$ cat src/rtl/sp_pkg.sv
// Package: shared sizing and types for the slice parity checker.
// Assumes a link that delivers a fixed number of equal-width slices per cycle.
package sp_pkg;
    localparam int unsigned SP_SLICE_W    = 16;  // bits per slice
    localparam int unsigned SP_NUM_SLICES = 2;   // slices per cycle (one per edge)
    localparam int unsigned SP_NUM_RDY    = 2;   // ready lines toward the fabric

    // Registered per-frame verdict.
    typedef struct packed {
        logic vld;
        logic err;
    } sp_frame_stat_t;
endpackage

$ cat src/rtl/sp_frame_flag.sv
// Module: sp_frame_flag
// Holds the per-frame sticky error flag and emits the frame verdict.
// Assumes: frame_end comes in the same cycle as the final word. That word's
// result is folded into the verdict before the flag restarts.
module sp_frame_flag
    import sp_pkg::*;
#(
    parameter int unsigned NUM_SLICES = 2
) (
    input  logic                  clk,
    input  logic                  rst_n,
    input  logic [NUM_SLICES-1:0] slice_miss,
    input  logic                  frame_end,
    output sp_frame_stat_t        stat,
    output logic                  err_evt
);
    logic           flag_q;
    logic           flag_nxt;
    sp_frame_stat_t stat_q;

    // Purpose: any slice failing this cycle is an error event.
    always_comb begin
        err_evt = |slice_miss;
    end

    // Purpose: accumulate the current word into the running flag.
    always_comb begin
        flag_nxt = flag_q | err_evt;
    end

    // Purpose: update the flag and capture the verdict at the frame boundary.
    always_ff @(posedge clk) begin
        if (!rst_n) begin
            flag_q     <= 1'b0;
            stat_q.vld <= 1'b0;
            stat_q.err <= 1'b0;
        end else begin
            stat_q.vld <= frame_end;
            if (frame_end) begin
                stat_q.err <= flag_nxt;
                flag_q     <= 1'b0;
            end else begin
                flag_q     <= flag_nxt;
            end
        end
    end

    assign stat = stat_q;
endmodule

$ cat config.mk
export PLATFORM = sky130hd
export DESIGN_NAME = sp_frame_flag
export DESIGN_NICKNAME = d
export VERILOG_FILES = /design/src/rtl/sp_pkg.sv /design/src/rtl/sp_frame_flag.sv
export SDC_FILE = /design/constraint.sdc
export NUM_CORES = 1
export LEC_CHECK = 0
export BUFFER_PORTS_ARGS = -buffer_cell sky130_fd_sc_hd__clkbuf_2
export CAP_MARGIN = 25
export CORE_AREA = 4 4 41 43
export CTS_BUF_LIST = sky130_fd_sc_hd__clkbuf_4 sky130_fd_sc_hd__clkbuf_8
export DETAILED_ROUTE_END_ITERATION = 8
export DIE_AREA = 0 0 45 47
export PLACE_DENSITY = 0.3
export SETUP_SLACK_MARGIN = 0.3
export SLEW_MARGIN = 15
export SYNTH_ARGS = -nofsm -noshare
export SYNTH_HDL_FRONTEND = slang
export SYNTH_SLANG_ARGS = --single-unit
$ cat constraint.sdc
create_clock -name clk -period 1.7 [get_ports clk]
set_input_delay 0.255 -clock clk [delete_from_list [all_inputs] [get_ports clk]]
set_output_delay 0.255 -clock clk [all_outputs]
set_load 0.005 [all_outputs]
==> summary.txt, run 1 <==
Drt
  – DRC: 0
  – Vias per cell: around 3
  – DRT iter0 DRCs: 2
  – Via count: about 110
  – Post-Route WL: about 290 µm
  – TritonRoute pass-1 iters: 4
  – Antenna Violating Nets Remaining: 0
  – DR WL/cell: ~8.3 µm

Critical path
  – Slowest CP cell: or2_2
  – Slowest stage delay, CP: around 280 ps
  – Element type at the critical path start: input port
  – Worst-path cell chain: clkbuf_2 -> or2_2 -> clkbuf_2
  – Critical path fanouts, max: 2
  – Crit Path Class: input port to primary output
  – Most frequent CP cell: clkbuf_2
  – Required @ worst endpoint: roughly 1400 ps
  – Crit path DAT: about 750 ps
  – Setup crit end kind: primary output

STA
  – FMAX: 999 MHz
  – Worst rel slew slack: a little under 90%
  – # setup viols final: 0
  – Unrepaired setup endpoints after global routing: false
  – Max Clock Skew: roughly 0.029 ps
  – Final Max Slew Viols: 0
  – Min Tclk post-route: 1000 ps
  – Least-Margin Pin Slew: 187 ps
  – Final hold vios: 0
  – Fin Setup TNS: 0 ps
  – Period utilisation layout: 58.9%

Synthesis
  – Top FF cell, synth: dfxtp_1
  – Netlist cell types: 7
  – Ys async rst share: 0%
  – Post-synth top area cell: dfxtp_1
  – Post-synthesis register bit count: 3
  – Seq/Total Area, Yosys: between 60% and 70%
  – Synth Instances: 9
  – Number of synthesized flops with an enable pin: 0
  – Synth Net Count: 14
  – Synth area leaders: dfxtp_1 (60%), nor3_2 (10%), nor3b_1 (7.5%), and2_1 (6.3%), or2_2 (6.3%)
  – Syn avg cell area: 11.1 µm²
  – Synthesized cell area: between 100 and 150 µm²
  – Synth Warn #: 0
  – Top-count cell post-synth: dfxtp_1
  – Share of the synthesized area in the top cell type: between 60% and 70%

Clock network
  – H-tree lvl count: 1
  – Clock transition at the registers of the reported paths: 40 ps
  – Clock tree buffer depth: 2
  – Hold buffers post-CTS: 0
  – Cts repair resizes: 0
  – Clk sink count: 3
  – Clock root buffer: clkbuf_4
  – CTS tree: done
  – Setup bufs post-CTS: 0
  – Clock latency on the worst-skew pair: 240 ps
  – Num CTS Buffers: 3

Floorplan
  – Rows: 13
  – Die width: roughly 45 µm
  – Die area: roughly 2100 µm²
  – Core ar.: around 1300 µm²
  – Initial core utilization: 7.69%
  – Chip height: 47 µm
  – Boundary Pins: 8

GRT
  – Pin count of the biggest net entering global routing: 5
  – Grt total ovfl: 0
  – Initial antenna violation count: 0
  – Total GRT Usage: 4.50%
  – Number of global-route vias before repair: between 100 and 150
  – First-pass GRT wire length: 483 µm

Placement
  – DP Cell Count: 31
  – Gpl congestion: 0.655
  – Port Buffers: 7

Final layout
  – Area grow syn2layout: 83.7%
  – Layout Cells excl Fill: 35
  – Nets: 26
  – Ratio of cells with drive above 1 in the final layout: 65.0%
  – N_diodes: 0
  – Fillers: roughly 160

Job
  – MaxCap Viol Count: 0

Min path
  – Hold Path Class: input port to flip-flop

Power and ir drop
  – Pwr/cell area: 1320 nW/µm²
  – Leakage: 0.0841 nW
  – IR Drop Worst-Case VDD: 0.000346 V

Outcome
  – Status: complete, no violations
==> logic make-up after synthesis <==
| logic type | after synthesis | synth area share, % |
|---|---|---|
| compound gates | 2 | 9.99 |
| flops | 3 | 60.0 |
| simple gates | 4 | 30.0 |
==> metrics by stage <==
step	setup slack (ps)	utilization, %	hold WS (ps)	total power [mW]	instance area (µm²)
finish	699	14.1	224	0.242	184
global route	658	14.1	242	0.258	184
CTS	696	14.1	215	0.250	184
detailed placement	698	11.8	474	0.0955	154
global placement	700	11.8	473	0.0955	154
floorplan	906	-	331	0.0840	100
==> worst max-delay path: cells and delay by family <==
kind                   cells  cell delay (ps)
and+or+nand+nor            1              280
buffers and inverters      2              200
==> cell type report <==
cell class	instances	area (µm²)	share of cell area (%)
flip-flops and latches	3	60.1	32.7
multi-input cells	6	40.0	21.8
repair buffers	7	35.0	19.0
clock buffers	4	30.0	16.3
well taps	15	18.8	10.2
==> metal layers <==
layer  vias up  global-route usage (%)  wire [µm]  share of wire, %
met5         -                       0          0                 0
met1        40                    4.08        127                44
met3         2                    7.28         87                30
li1         52                       -          -                 -
met2        11                    3.11         62                21
met4         0                    5.26         13               4.5
==> power by group <==
part	leakage [nW]	internal [mW]	switching, mW
sequential	0.0250	0.0752	0.00182
clock	0.0184	0.104	0.0437
combinational	0.0407	0.00971	0.00753
==> final timing paths <==
path                 startpoint       to  slack, ps  cells after the start
hold / removal        frame_end   flag_q        220                      2
setup / recovery  slice_miss[1]  err_evt        700                      3
hold reg to reg          flag_q  stat[0]        520                      2
setup reg to reg         flag_q  stat[0]       1050                      2
==> registers in the layout (all words and copies together), names as in the netlist <==
name    cells
stat        2
flag_q      1
==> placed cells by master (no fill, tap or decap), drive strengths merged <==
cell / instances
dfxtp: 3
a21oi: 1
or2: 1
o21ai: 1
clkbuf: 11
and2: 1
nor3b: 1
nor3: 1
Note: power is estimated with default switching activity, not from simulation.
==> inputs of run 2 (changes only) <==
Settings changed: ABC_AREA from default to 1.
Clock period 1.7 ns to 1 ns, I/O delays scaled along.
==> run 2 against run 1 <==
Compared with the run above: register-to-register slack worse by 640 ps; hold slack got worse by 95 ps; highest routed layer is now met3; final cell count up 20%; critical path depth fell by 2; largest cell class unchanged.
==> summary.txt, run 2 <==
STA
  – Unrepaired setup endpoints after global routing: true
  – Worst rel slew slack: 94.0% (+6.5 points)
  – FMAX: approximately 1200 MHz
  – Least-Margin Pin Slew: 90.5 ps (-96.9 ps)
  – Max Clock Skew: 0.0238 ps (-0.00532 ps)
  – Min Tclk post-route: around 810 ps
  – Post-route setup slack: 192 ps (-507 ps)
  – Final Max Slew Viols: 0 (unchanged)
  – Final hold vios: 0 (unchanged)
  – # setup viols final: 0 (unchanged)
  – Period utilisation layout: 80.8%
  – Fin Setup TNS: 0 ps (unchanged)

Final layout
  – N_diodes: 0 (unchanged)
  – Most common cell after layout, fill and taps aside: clkbuf_2
  – Max reg flops: 2 (unchanged)
  – Ratio of cells with drive above 1 in the final layout: 55.6% (-9.4 points)
  – Commonest non-fill, non-tap cells in the layout: clkbuf_2 (6), nand2_1 (5), clkbuf_4 (4)
  – Nets: 33 (+27%)
  – Area grow syn2layout: 87.0%
  – Fillers: 149 (-3.9%)
  – Layout Cells excl Fill: 42 (+20%)
  – Fin util: 16.5% (+2.4 points)
  – Finished Cell Area: 215 µm² (+17%)

Power and ir drop
  – Combinational power share: 9.4% (+2.3 points)
  – Clk network pwr share: 58.7% (-2.4 points)
  – Cell-internal power: 0.327 mW (+73%)
  – Pwr/cell area: 1930 nW/µm² (+46%)
  – Power share of the sequential group: 31.9% (about the same)
  – Leakage: 0.112 nW (+33%)
  – IR Drop Worst-Case VDD: 0.000384 V (+11%)
  – Psw: 0.0878 mW (+66%)
  – Sw Share: 21.2% (-0.72 points)

Critical path
  – Worst-path cell chain: clkbuf_2
  – Slowest CP cell: dfxtp_2
  – Crit path DAT: 660 ps (-90 ps)
  – Crit Path Class: flip-flop to primary output
  – Required @ worst endpoint: 850 ps (-590 ps)
  – Setup crit end kind: primary output
  – CP delay by family, top: flip-flops
  – Slowest stage delay, CP: 320 ps (+40 ps)
  – Element type at the critical path start: flip-flop
  – Buf/Inv on CP: 1 (-1)
  – Critical path fanouts, max: 2 (unchanged)

Drt
  – DRT iter0 DRCs: 0 (-2)
  – TritonRoute pass-1 iters: 1 (-3)
  – DR WL/cell: 6.55 µm (-21%)
  – Post-Route WL: 275 µm (-5.5%)
  – Via count: 117 (+11%)
  – Vias per cell: 2.79 (-7.1%)
  – Antenna Violating Nets Remaining: 0 (unchanged)
  – DRC: 0 (unchanged)

GRT
  – Grt total ovfl: 0 (unchanged)
  – First-pass GRT wire length: 469 µm (-2.9%)
  – Pin count of the biggest net entering global routing: 4 (-1)
  – Total GRT Usage: 3.79% (-0.71 points)
  – Initial antenna violation count: 0 (unchanged)
  – Number of global-route vias before repair: 129 (+16%)

Min path
  – Hold Path Class: input port to flip-flop

Synthesis
  – Post-synthesis mux area share: 0% (unchanged)
  – Post-synth top area cell: dfxtp_1
  – Post-synthesis xor/xnor area fraction: 0% (unchanged)
  – Netlist cell types: 7 (unchanged)
  – Synth top cells by count: nand2_1 (5), dfxtp_1 (3), inv_1 (3)
  – Number of synthesized flops with an enable pin: 0 (unchanged)
  – Synth area leaders: dfxtp_1 (52%), nand2_1 (16%), inv_1 (9.8%), nor2_4 (9.8%), a21oi_1 (4.3%)
  – Syn avg cell area: 7.67 µm² (-31%)
  – Synth Area in Compound Gates: 4.35% (-5.7 points)
  – Top-count cell post-synth: nand2_1
  – Synthesized cell area: 115 µm² (+15%)
  – Post-synthesis register bit count: 3 (unchanged)
  – Share of the synthesized area in the top cell type: 52.2% (-7.8 points)
  – Synth Net Count: 20 (+6)
  – Simple-Gate Fraction of Synth Area: 30.4% (+0.43 points)
  – Synth Area in Adders: 0% (unchanged)
  – Seq/Total Area, Yosys: 52.2% (-7.8 points)
  – Synth Instances: 15 (+6)
  – Largest family of logic cells by synthesized area: simple AND/OR/NAND/NOR gates
  – Top FF cell, synth: dfxtp_1
  – Ys async rst share: 0% (unchanged)
  – Synth Warn #: 0 (unchanged)

Job
  – MaxCap Viol Count: 0 (unchanged)

Floorplan
  – Initial core utilization: 8.85% (+1.2 points)
  – Core ar.: 1300 µm² (unchanged)
  – Die width: 45 µm (unchanged)
  – Die area: 2120 µm² (unchanged)
  – Chip height: 47 µm (unchanged)
  – Rows: 13 (unchanged)
  – Boundary Pins: 8 (unchanged)

Outcome
  – Status: complete, no violations

Placement
  – Gpl congestion: 0.582 (-11%)
  – Port Buffers: 7 (unchanged)
  – DP Area: 169 µm² (+9.8%)
  – DP Worst Slack: 333 ps (-365 ps)
  – DP Cell Count: 37 (+19%)

Clock network
  – Clock transition at the registers of the reported paths: 40 ps (about the same)
  – Clock latency on the worst-skew pair: 230 ps (about the same)
  – H-tree lvl count: 1 (unchanged)
  – Hold buffers post-CTS: 0 (unchanged)
  – Clk sink count: 3 (unchanged)
  – CTS tree: done
  – Clock root buffer: clkbuf_4
  – Num CTS Buffers: 3 (unchanged)
  – Clock tree buffer depth: 2 (unchanged)
-- run 2: final timing paths --
path | start | end | slack, ps | cells past startpoint
max reg2reg | flag_q | stat[0] | 410 | 4
max | stat[0] | stat[0] | 190 | 1
min | frame_end | stat[1] | 130 | 3
min reg2reg | flag_q | flag_q | 450 | 2
-- run 2: metrics by stage --
step,hold WS (ps),power [mW]
6_report,129,0.415
5_1_grt,160,0.436
4_1_cts,122,0.422
3_5_place_dp,368,0.166
3_3_place_gp,363,0.166
2_1_floorplan,255,0.146
-- run 2: worst reg2reg max path, stage by stage (launching register included) --
cell and delay (ps):
dfxtp_1 290, inv_1 60, nand2_1 50, nand2_1 50
nand2_1 40
-- run 2: layout make-up --
class	count	area, µm²	share of cell area, %
sequential	3	62.6	29.1
timing repair buffer	8	48.8	22.7
multi-input combinational	8	40.0	18.6
clock buffer	4	30.0	14.0
tap	15	18.8	8.72
inverter	4	15.0	6.98
-- run 2: kinds of logic after synthesis --
| group | count (synthesis) |
|---|---|
| buf+inv | 4 |
| flops | 3 |
| compound gates | 1 |
| simple gates | 7 |
-- run 2: layer usage --
metal / vias up / part of all wire (%) / track usage, %
met2: 8 / 34 / 3.39
met5: - / 0 / 0
met1: 42 / 47 / 3.85
met4: 0 / 0 / 7.02
met3: 0 / 19 / 2.68
li1: 67 / - / -
-- run 2: power by group through the flow --
stage	clock network (mW)	registers, mW	logic (mW)
detailed placement	0	0.133	0.0339
floorplan	0	0.133	0.0135
finish	0.244	0.132	0.0388
CTS	0.256	0.132	0.0341
global route	0.258	0.134	0.0450
global placement	0	0.132	0.0337
-- run 2: what timing repair did --
| action | CTS | global route |
|---|---|---|
| gates resized for setup | 1 | 3 |
| pin swaps | 0 | 1 |
| cloned | 0 | 0 |
| hold endpoints to repair | 0 | 0 |
| buffers inserted | 0 | 1 |
| setup endpoints to repair | 2 | 3 |
